===== src/rtl/srx_pkg.sv =====
`timescale 1ns/1ps
package srx_pkg;

    typedef enum logic [2:0] {
        ST_IDLE,
        ST_START,
        ST_DATA,
        ST_PARITY,
        ST_STOP1,
        ST_STOP2,
        ST_HUNT,
        ST_BREAK
    } rx_state_e;

    typedef struct packed {
        logic       par_err;
        logic       frm_err;
        logic [7:0] data;
    } rx_entry_t;

endpackage


===== src/rtl/srx_sync.sv =====
`timescale 1ns/1ps
module srx_sync #(
    parameter int STAGES = 2
) (
    input  logic clk,
    input  logic rst_n,
    input  logic d,
    output logic q
);
    logic [STAGES-1:0] chain_q;

    always_ff @(posedge clk or negedge rst_n) begin
        if (!rst_n) chain_q <= '1;
        else        chain_q <= {chain_q[STAGES-2:0], d};
    end

    assign q = chain_q[STAGES-1];
endmodule


===== src/rtl/srx_deframer.sv =====
`timescale 1ns/1ps
module srx_deframer
    import srx_pkg::*;
#(
    parameter int OVS = 16
) (
    input  logic      clk,
    input  logic      rst_n,
    input  logic      tick,
    input  logic      rxd,
    input  logic      seven,
    input  logic      two_stop,
    input  logic      par_en,
    input  logic      par_odd,
    output logic      ent_valid,
    output rx_entry_t ent,
    output logic      brk_active
);
    localparam int CW = $clog2(OVS);
    localparam int FW = $clog2(12 * OVS + 1) + 1;
    localparam logic [CW-1:0] MID  = CW'(OVS / 2 - 1);
    localparam logic [CW-1:0] LAST = CW'(OVS - 1);

    rx_state_e     st_q, st_d;
    logic [CW-1:0] tc_q;
    logic [2:0]    bi_q;
    logic [7:0]    sh_q;
    logic          xa_q, pe_q, fe_q;
    logic [FW-1:0] low_q;
    logic [CW-1:0] hi_q;
    logic [3:0]    nbits;
    logic [FW-1:0] frame_len;
    logic          last_bit, at_edge, done;

    always_comb begin
        nbits     = 4'd2 + (seven ? 4'd7 : 4'd8) + {3'b0, par_en} + {3'b0, two_stop};
        frame_len = FW'(nbits) * FW'(OVS);
        last_bit  = (bi_q == (seven ? 3'd6 : 3'd7));
        at_edge   = tick && (tc_q == LAST);
        done      = at_edge && ((st_q == ST_STOP1 && !two_stop) || st_q == ST_STOP2);
    end

    // state register
    always_ff @(posedge clk or negedge rst_n) begin
        if (!rst_n) st_q <= ST_IDLE;
        else        st_q <= st_d;
    end

    // next-state logic
    always_comb begin
        st_d = st_q;
        if (tick) begin
            unique case (st_q)
                ST_IDLE:   if (!rxd) st_d = ST_START;
                ST_START:  if (tc_q == MID) st_d = rxd ? ST_IDLE : ST_DATA;
                ST_DATA:   if (tc_q == LAST && last_bit) st_d = par_en ? ST_PARITY : ST_STOP1;
                ST_PARITY: if (tc_q == LAST) st_d = ST_STOP1;
                ST_STOP1: begin
                    if (tc_q == LAST) begin
                        if (two_stop) st_d = ST_STOP2;
                        else          st_d = rxd ? ST_IDLE : ST_HUNT;
                    end
                end
                ST_STOP2:  if (tc_q == LAST) st_d = (rxd && !fe_q) ? ST_IDLE : ST_HUNT;
                ST_HUNT: begin
                    if (rxd)                    st_d = ST_IDLE;
                    else if (low_q >= frame_len) st_d = ST_BREAK;
                end
                ST_BREAK:  if (rxd && hi_q == LAST) st_d = ST_IDLE;
            endcase
        end
    end

    // bit timing and data path
    always_ff @(posedge clk or negedge rst_n) begin
        if (!rst_n) begin
            tc_q  <= '0;
            bi_q  <= '0;
            sh_q  <= '0;
            xa_q  <= 1'b0;
            pe_q  <= 1'b0;
            fe_q  <= 1'b0;
            low_q <= '0;
            hi_q  <= '0;
        end else if (tick) begin
            case (st_q)
                ST_START: begin
                    tc_q <= (tc_q == MID) ? '0 : tc_q + 1'b1;
                    bi_q <= '0;
                    xa_q <= 1'b0;
                    pe_q <= 1'b0;
                    fe_q <= 1'b0;
                end
                ST_DATA, ST_PARITY, ST_STOP1, ST_STOP2:
                    tc_q <= (tc_q == LAST) ? '0 : tc_q + 1'b1;
                default: tc_q <= '0;
            endcase
            if (tc_q == LAST) begin
                case (st_q)
                    ST_DATA: begin
                        sh_q <= {rxd, sh_q[7:1]};
                        xa_q <= xa_q ^ rxd;
                        bi_q <= bi_q + 3'd1;
                    end
                    ST_PARITY: pe_q <= (rxd != (xa_q ^ par_odd));
                    ST_STOP1:  fe_q <= !rxd;
                    default:   fe_q <= fe_q;
                endcase
            end
            low_q <= (st_q == ST_HUNT && !rxd) ? low_q + 1'b1 : '0;
            hi_q  <= (st_q == ST_BREAK && rxd) ? hi_q + 1'b1 : '0;
        end
    end

    // outputs
    always_ff @(posedge clk or negedge rst_n) begin
        if (!rst_n) begin
            ent_valid  <= 1'b0;
            ent        <= '0;
            brk_active <= 1'b0;
        end else begin
            ent_valid   <= done;
            ent.data    <= seven ? {1'b0, sh_q[7:1]} : sh_q;
            ent.frm_err <= ((st_q == ST_STOP2) && fe_q) || !rxd;
            ent.par_err <= pe_q && par_en;
            brk_active  <= (st_d == ST_BREAK);
        end
    end
endmodule


===== src/rtl/srx_fifo.sv =====
`timescale 1ns/1ps
module srx_fifo
    import srx_pkg::*;
#(
    parameter int DEPTH = 64
) (
    input  logic                     clk,
    input  logic                     rst_n,
    input  logic                     push,
    input  rx_entry_t                wdata,
    input  logic                     pop,
    output rx_entry_t                rdata,
    output logic [$clog2(DEPTH):0]   level,
    output logic                     empty,
    output logic                     full
);
    localparam int AW = $clog2(DEPTH);
    localparam logic [AW-1:0] TOP = AW'(DEPTH - 1);

    rx_entry_t   mem [DEPTH];
    logic [AW-1:0] wp_q, rp_q;
    logic          do_push, do_pop;

    assign empty   = (level == '0);
    assign full    = (level == (AW+1)'(DEPTH));
    assign do_push = push && !full;
    assign do_pop  = pop && !empty;
    assign rdata   = mem[rp_q];

    always_ff @(posedge clk) begin
        if (do_push) mem[wp_q] <= wdata;
    end

    always_ff @(posedge clk or negedge rst_n) begin
        if (!rst_n) begin
            wp_q  <= '0;
            rp_q  <= '0;
            level <= '0;
        end else begin
            if (do_push) wp_q <= (wp_q == TOP) ? '0 : wp_q + 1'b1;
            if (do_pop)  rp_q <= (rp_q == TOP) ? '0 : rp_q + 1'b1;
            case ({do_push, do_pop})
                2'b10:   level <= level + 1'b1;
                2'b01:   level <= level - 1'b1;
                default: level <= level;
            endcase
        end
    end
endmodule


===== src/rtl/serial_rx_channel.sv =====
`timescale 1ns/1ps
module serial_rx_channel
    import srx_pkg::*;
#(
    parameter int OVS         = 16,
    parameter int DEPTH       = 64,
    parameter int RTS_LEVEL   = 60,
    parameter int SYNC_STAGES = 2
) (
    input  logic                   clk,
    input  logic                   rst_n,
    input  logic                   tick_16x,
    input  logic                   rxd,
    input  logic                   cfg_seven,
    input  logic                   cfg_two_stop,
    input  logic                   cfg_par_en,
    input  logic                   cfg_par_odd,
    input  logic                   rd_en,
    output logic [7:0]             rd_data,
    output logic                   rd_par_err,
    output logic                   rd_frm_err,
    output logic                   rx_empty,
    output logic                   rx_full,
    output logic [$clog2(DEPTH):0] rx_level,
    input  logic                   ovr_clr,
    output logic                   overrun,
    output logic                   break_det,
    output logic                   rxd_raw,
    output logic                   rts_n
);
    localparam int LW = $clog2(DEPTH) + 1;

    logic      rxd_s;
    logic      ent_valid;
    rx_entry_t ent, head;
    logic      push;

    srx_sync #(.STAGES(SYNC_STAGES)) sync_i (
        .clk(clk), .rst_n(rst_n), .d(rxd), .q(rxd_s)
    );

    srx_deframer #(.OVS(OVS)) deframer_i (
        .clk(clk), .rst_n(rst_n), .tick(tick_16x), .rxd(rxd_s),
        .seven(cfg_seven), .two_stop(cfg_two_stop),
        .par_en(cfg_par_en), .par_odd(cfg_par_odd),
        .ent_valid(ent_valid), .ent(ent), .brk_active(break_det)
    );

    assign push = ent_valid && !rx_full;

    srx_fifo #(.DEPTH(DEPTH)) fifo_i (
        .clk(clk), .rst_n(rst_n), .push(push), .wdata(ent), .pop(rd_en),
        .rdata(head), .level(rx_level), .empty(rx_empty), .full(rx_full)
    );

    always_ff @(posedge clk or negedge rst_n) begin
        if (!rst_n)                    overrun <= 1'b0;
        else if (ent_valid && rx_full) overrun <= 1'b1;
        else if (ovr_clr)              overrun <= 1'b0;
    end

    assign rd_data    = head.data;
    assign rd_par_err = head.par_err;
    assign rd_frm_err = head.frm_err;
    assign rxd_raw    = rxd;
    assign rts_n      = (rx_level >= LW'(RTS_LEVEL));
endmodule


===== config.mk =====
export PLATFORM = sky130hd
export DESIGN_NAME = serial_rx_channel
export DESIGN_NICKNAME = d
export VERILOG_FILES = /design/src/rtl/srx_pkg.sv /design/src/rtl/srx_sync.sv /design/src/rtl/srx_deframer.sv /design/src/rtl/srx_fifo.sv /design/src/rtl/serial_rx_channel.sv
export SDC_FILE = /design/constraint.sdc
export NUM_CORES = 1
export LEC_CHECK = 0
export CORE_AREA = 10 10 220 222
export CTS_BUF_LIST = sky130_fd_sc_hd__clkbuf_4
export DETAILED_ROUTE_END_ITERATION = 12
export DIE_AREA = 0 0 230 232
export PLACE_DENSITY = 0.83
export RECOVER_POWER = 100
export SYNTH_ARGS = -nofsm -noshare
export SYNTH_HDL_FRONTEND = slang
export SYNTH_SLANG_ARGS = --single-unit

===== constraint.sdc =====
create_clock -name clk -period 8.5 [get_ports clk]
set_clock_uncertainty 0.15 [all_clocks]
set_input_delay 2.125 -clock clk [delete_from_list [all_inputs] [get_ports clk]]
set_output_delay 2.125 -clock clk [all_outputs]
set_load 0.01 [all_outputs]

# --- After elaboration in Yosys (flattened, before gate mapping) ---
# Memory sizes are Yosys's and may differ from the RTL's.
# Index checks and enable logic that the tools add are counted.
totals:
  ramBits: 640
  out_inout_bits: 23
  ff_bits: 68
  in_bits: 10
  wordCells: 126
  n_memories: 1
mem_list:
  columns: ["name", "words", "word_bits", "rd", "rd_clocked_by_memory_dff", "write_ports", "line_no", "text"]
  rows:
  - ["fifo_i.mem", 64, 10, 1, 0, 1, "srx_fifo.sv:20", "rx_entry_t mem [DEPTH];"]
classes:
  reduce_logical: 29
  bitwise_logic: 2
  addsub: 11
  magnitude_cmp: 2
  eq_ne: 19
  mux: 43
op_table:
  columns: ["op", "n"]
  rows:
  - ["$mux W3", 17]
  - ["$pmux W3 S8", 1]
  - ["$mux W4", 4]
  - ["$eq A3 B3 Y1 const B", 5]
  - ["$logic_and A1 B1 Y1", 14]
  - ["$pmux W7 S2", 1]
  - ["$mux W1", 13]
  - ["$add A6 B1 Y6 const B", 2]
  - ["$eq A6 B6 Y1 const B", 2]
  - ["$mux W6", 2]
  - ["$add A9 B1 Y9 const B", 1]
  - ["$ge A9 B8 Y1", 1]
  - ["$mux W9", 1]
  - ["$add A4 B1 Y4", 2]
  - ["$add A4 B1 Y4 const B", 2]
  - ["$eq A4 B4 Y1 const B", 2]
  - ["$mux W8", 1]
  - ["$pmux W4 S2", 1]
  - ["$add A7 B1 Y7 const B", 1]
  - ["$eq A7 B7 Y1 const B", 1]
  - ["$ge A7 B6 Y1 const B", 1]
  - ["$logic_not A7 Y1", 1]
  - ["$sub A7 B1 Y7 const B", 1]
  - ["$eq A3 B2 Y1 const B", 2]
  - ["other kinds (20)", 27]

# --- Logic depth before layout (Yosys ltp) ---
# Gate-level depths: netlist of run 1.
logic_depth:
  depth_word: 10
  depth_mapped: 14
  depth_no_buf: 13

# --- Hierarchy ---
# From an unflattened synthesis of run 1, not the netlist that was laid out.
hier_totals:
  cells_unflattened: 1486
  area_unflattened_um2: 28371.0
modules_own_cells:
  columns: ["mod", "area_each_um2", "cells_each", "n_inst"]
  rows:
  - ["srx_fifo", 25788.5, 1245, 1]
  - ["srx_deframer", 2468.6, 232, 1]
  - ["serial_rx_channel", 61.3, 7, 1]
  - ["srx_sync", 52.6, 2, 1]

# --- Worst setup path before layout of run 1 ---
# OpenSTA, ideal clock, no wires.
synth_timing:
  kind: "input-to-output"
  startpoint: "in rxd"
  endpoint: "out rxd_raw"
  required_time_ps: 6225
  arrival_time_ps: 2244
  stages: 1
  setup_slack_ps: 3981
  path_cell_list: "buf_4"
synth_rtl:
  columns: ["item", "line_no", "text"]
  rows:
  - ["start, declared", "serial_rx_channel.sv:13", "input logic rxd,"]
  - ["end, declared", "serial_rx_channel.sv:28", "output logic rxd_raw,"]
# No word-level cell between the ends.

# --- Final worst setup path of run 1 ---
layout_timing:
  startpoint: "reg fifo_i.rp_q[0]"
  endpoint: "out rd_frm_err"
layout_via:
  elab_chain_len: 1
layout_rtl:
  columns: ["item", "line_no", "text"]
  rows:
  - ["start, declared", "srx_fifo.sv:21", "logic [AW-1:0] wp_q, rp_q;"]
  - ["start signal, assigned", "srx_fifo.sv:41", "if (do_pop) rp_q <= (rp_q == TOP) ? '0 : rp_q + 1'b1;"]
  - ["$mem_v2 Z64 W10", null, null]
  - ["end, declared", "serial_rx_channel.sv:21", "output logic rd_frm_err,"]
# Every way passes these cells.

==> metrics.cfg, run 1 <==
[clocking]
max-clock-path-buffers = 3
post_cts_buffers = 0
cts_made_buffers = 171
cts_tree = done
ctsHoldBuffers = 0
h-tree-depth = 4
worstSkewPairLatency_ps = 980
clkSlewWorstSetupHoldPaths_ps = 60
tritoncts_num_sinks = 708
postCtsResizedCells = 0
cts-root-buf = clkbuf_4

[synth]
syn_nets = 1579
ys_ff_latch = 708
muxShareOfSynthArea_pct = 13.40
synth_top_family_by_area = multiplexers
synth-seq-area-share_pct = 73.81
synth_xor_area_share_pct = 0.6488
syn_inst = 1550
synth_compound_area_share_pct = 4.440
yosys.area_share.simple_pct = 4.957
synth.avg_cell_area_um2 = 18.29
synthArstFlopShare_pct = 9.605
synth_edf_count = 640
synthDistinctLibCells = 73
synth_area_leaders = edfxtp_1, mux4_2, dfrtp_1
yosys.area_share.adder_pct = 0.8916
syn_area_mm2 = 0.02835
synth.yosys.warnings = 0
synth_common_cells = edfxtp_1, mux4_2, nand2_1
yosysMostFrequentCell = edfxtp_1
synth_top_cell_by_area = edfxtp_1
yosysTopAreaCellShare_pct = 67.80
dominantRegCellSynth = edfxtp_1

[critical_path]
worstPathRequired_ps = 6230
crit_buf_inv = 2
critical_path_class = reg -> out
critPathLaunchType = flip-flop
rr_worst_depth = 7
crit_chain = clkbuf_2 -> mux4_2 -> a2111oi_2 -> a32oi_1 -> o211a_1 -> clkdlybuf4s50_1
worstSetupEndpointType = primary output
slowest_delay_ps = 830
cpMaxStageDelayCell = clkbuf_2
r2r-start = fifo_i.level[0]$_DFFE_PN0P_
reg2reg_to = fifo_i.mem[46][1]$_DFFE_PP_
crit_fanout = 26
worst-r2r-setup-slack_ps = 4470
arrival_ps = 4970
crit_family = buffers and inverters

[finish]
final_nets = 1716
drive_gt1_share_pct = 23.66
areaGrowthSynthToFinish_pct = 10.44

[power]
p_leak_nw = 10.13
irDropWorstVdd_uv = 229.7
p_per_area_mw_per_mm2 = 277.1

[flow_run]
max-cap-violations = 11

[die]
core_mm2 = 0.04393
die_area_mm2 = 0.05336
fp.dieW_um = 230
chipHeight_um = 232
io_pins = 33
start_util_pct = 64.52
rows = 77

[sta]
worstMarginPinSlew_ps = 3716
slew_viol_final = 687
rsz0062_at_grt = no
post-route-period-util_pct = 85.27
max_slew_margin_pct = -147.7
max_freq_mhz = 138.0
setup_violations = 0
hold_viol = 0
min_period_ps = 7248
finalSetupTns_ps = 0
setup_ws_ps = 1252

[status]
status = finished, violations left
violations = max-capacitance violations, max-slew violations

[placed_design]
port_buffers = 32
gp_congestion = 0.8819
place_ws_ps = 2553
hpwlAfterDp_um = 37470

[grt]
grt.overflow.total = 0
grt_pass1_vias = 15720
antenna_found_initial = 1
grt_pass1_wl_um = 96260
grt_max_degree = 69
track_usage_pct = 24.30

[detailed_routing]
first_pass_iters = 9
drtIter0Drc = 2005
wl_per_cell_um = 26.49
antenna_left = 0
viasPerCell = 6.521
drc = 0
vias = 15660
drt-total-wl_um = 63620

[worst_hold_path]
hold_depth = 0
hold_end = sync_i.chain_q[1]$_DFF_PN1_
worstHoldStart = sync_i.chain_q[0]$_DFF_PN1_
min_path_type = reg -> reg

-- layer usage --
metal	routed length (um)	track usage, %
met4	2403	11.43
met5	0	0
met2	31420	38.41
met1	23060	31.01
met3	6734	6.939
-- registers in the layout, summed over array words and instances (netlist names), 2 cells and up --
name and flops:
fifo_i.rp_q 6, fifo_i.level 7, deframer_i.sh_q 8, deframer_i.low_q 9, deframer_i.bi_q 3, fifo_i.mem 640
deframer_i.ent 10, deframer_i.st_q 3, deframer_i.tc_q 4, deframer_i.hi_q 4, sync_i.chain_q 2, fifo_i.wp_q 6
-- where the power goes --
group | switching (mW) | total (mW) | internal [mW]
logic | 1.04 | 1.82 | 0.778
registers | 0.223 | 4.02 | 3.80
clock network | 1.32 | 2.84 | 1.52
-- through the flow --
| stage | util, % | power (mW) | cell area (um^2) | std cells | hold WS [ps] |
|---|---|---|---|---|---|
| after floorplan | - | 5.343 | 28350 | 1550 | 195.2 |
| after global placement | 66.25 | 5.880 | 29110 | 2106 | 196.2 |
| after detailed placement | 66.25 | 5.918 | 29110 | 2106 | 200.3 |
| after CTS | 71.34 | 8.740 | 31340 | 2401 | 207.9 |
| after global routing | 71.26 | 9.026 | 31310 | 2402 | 213.4 |
| final | 71.26 | 8.677 | 31310 | 2402 | 205.8 |
-- worst max path at each step --
stage / slack (ps) / cells past startpoint / startpoint / endpoint
floorplan: 3980 / 1 / rxd / rxd_raw
global placement: 2650 / 6 / fifo_i.rp_q[0]$_DFFE_PN0P_ / rd_frm_err
detailed placement: 2550 / 7 / fifo_i.rp_q[3]$_DFFE_PN0P_ / rd_data[3]
CTS: 1470 / 7 / fifo_i.rp_q[3]$_DFFE_PN0P_ / rd_data[3]
global route: 990 / 6 / fifo_i.rp_q[0]$_DFFE_PN0P_ / rd_frm_err
finish: 1250 / 6 / fifo_i.rp_q[0]$_DFFE_PN0P_ / rd_frm_err
-- area by class of cell --
cell class | instances | area (um^2)
flip-flops and latches | 708 | 20930
fillers | 2686 | 12630
multi-input cells | 745 | 6915
clock buffers | 241 | 1809
well taps | 592 | 740.7
repair buffers | 47 | 430.4
clock inverters | 54 | 424.2
inverters | 14 | 52.55
diodes | 1 | 2.502
-- logic make-up (layout without fill, tap and decap cells) --
kind of cell | after synthesis | in the layout
DFF | 708 | 708
and+or+nand+nor | 312 | 312
muxes | 205 | 205
AOI/OAI and AO/OA | 188 | 188
buffers and inverters | 97 | 356
xor gates and xnor gates | 21 | 21
adders and majority gates | 19 | 19
other | 0 | 1
-- cell usage in the layout, fill, tap and decap left out, types with 9 or more instances in the layout --
cell | Yosys | final
xor2_1 | 9 | 9
o221ai_1 | 9 | 9
ha_1 | 17 | 17
a22oi_1 | 28 | 28
a211oi_1 | 12 | 12
clkbuf_4 | 1 | 241
nand3_1 | 35 | 35
mux2i_1 | 58 | 58
a21oi_1 | 35 | 35
edfxtp_1 | 640 | 640
dlygate4sd3_1 | 0 | 25
o21ai_0 | 41 | 41
o22ai_1 | 12 | 12
xnor2_1 | 12 | 12
nor2_1 | 104 | 102
inv_1 | 13 | 13
mux2_2 | 10 | 10
clkinv_1 | 1 | 35
dfrtp_1 | 66 | 63
nand2_1 | 110 | 110
mux4_2 | 132 | 132
(Power assumes the default switching activity.)
==> run 2, diff against run 1 <==
--- a/config.mk
+++ b/config.mk
@@ -7,6 +7,7 @@
 export LEC_CHECK = 0
 export CORE_AREA = 10 10 220 222
 export CTS_BUF_LIST = sky130_fd_sc_hd__clkbuf_4
+export CTS_CLUSTER_DIAMETER = 60
 export DETAILED_ROUTE_END_ITERATION = 12
 export DIE_AREA = 0 0 230 232
 export PLACE_DENSITY = 0.83
==> results of run 2 <==
Final layout, timing and power as in run 1 (identical DEF).
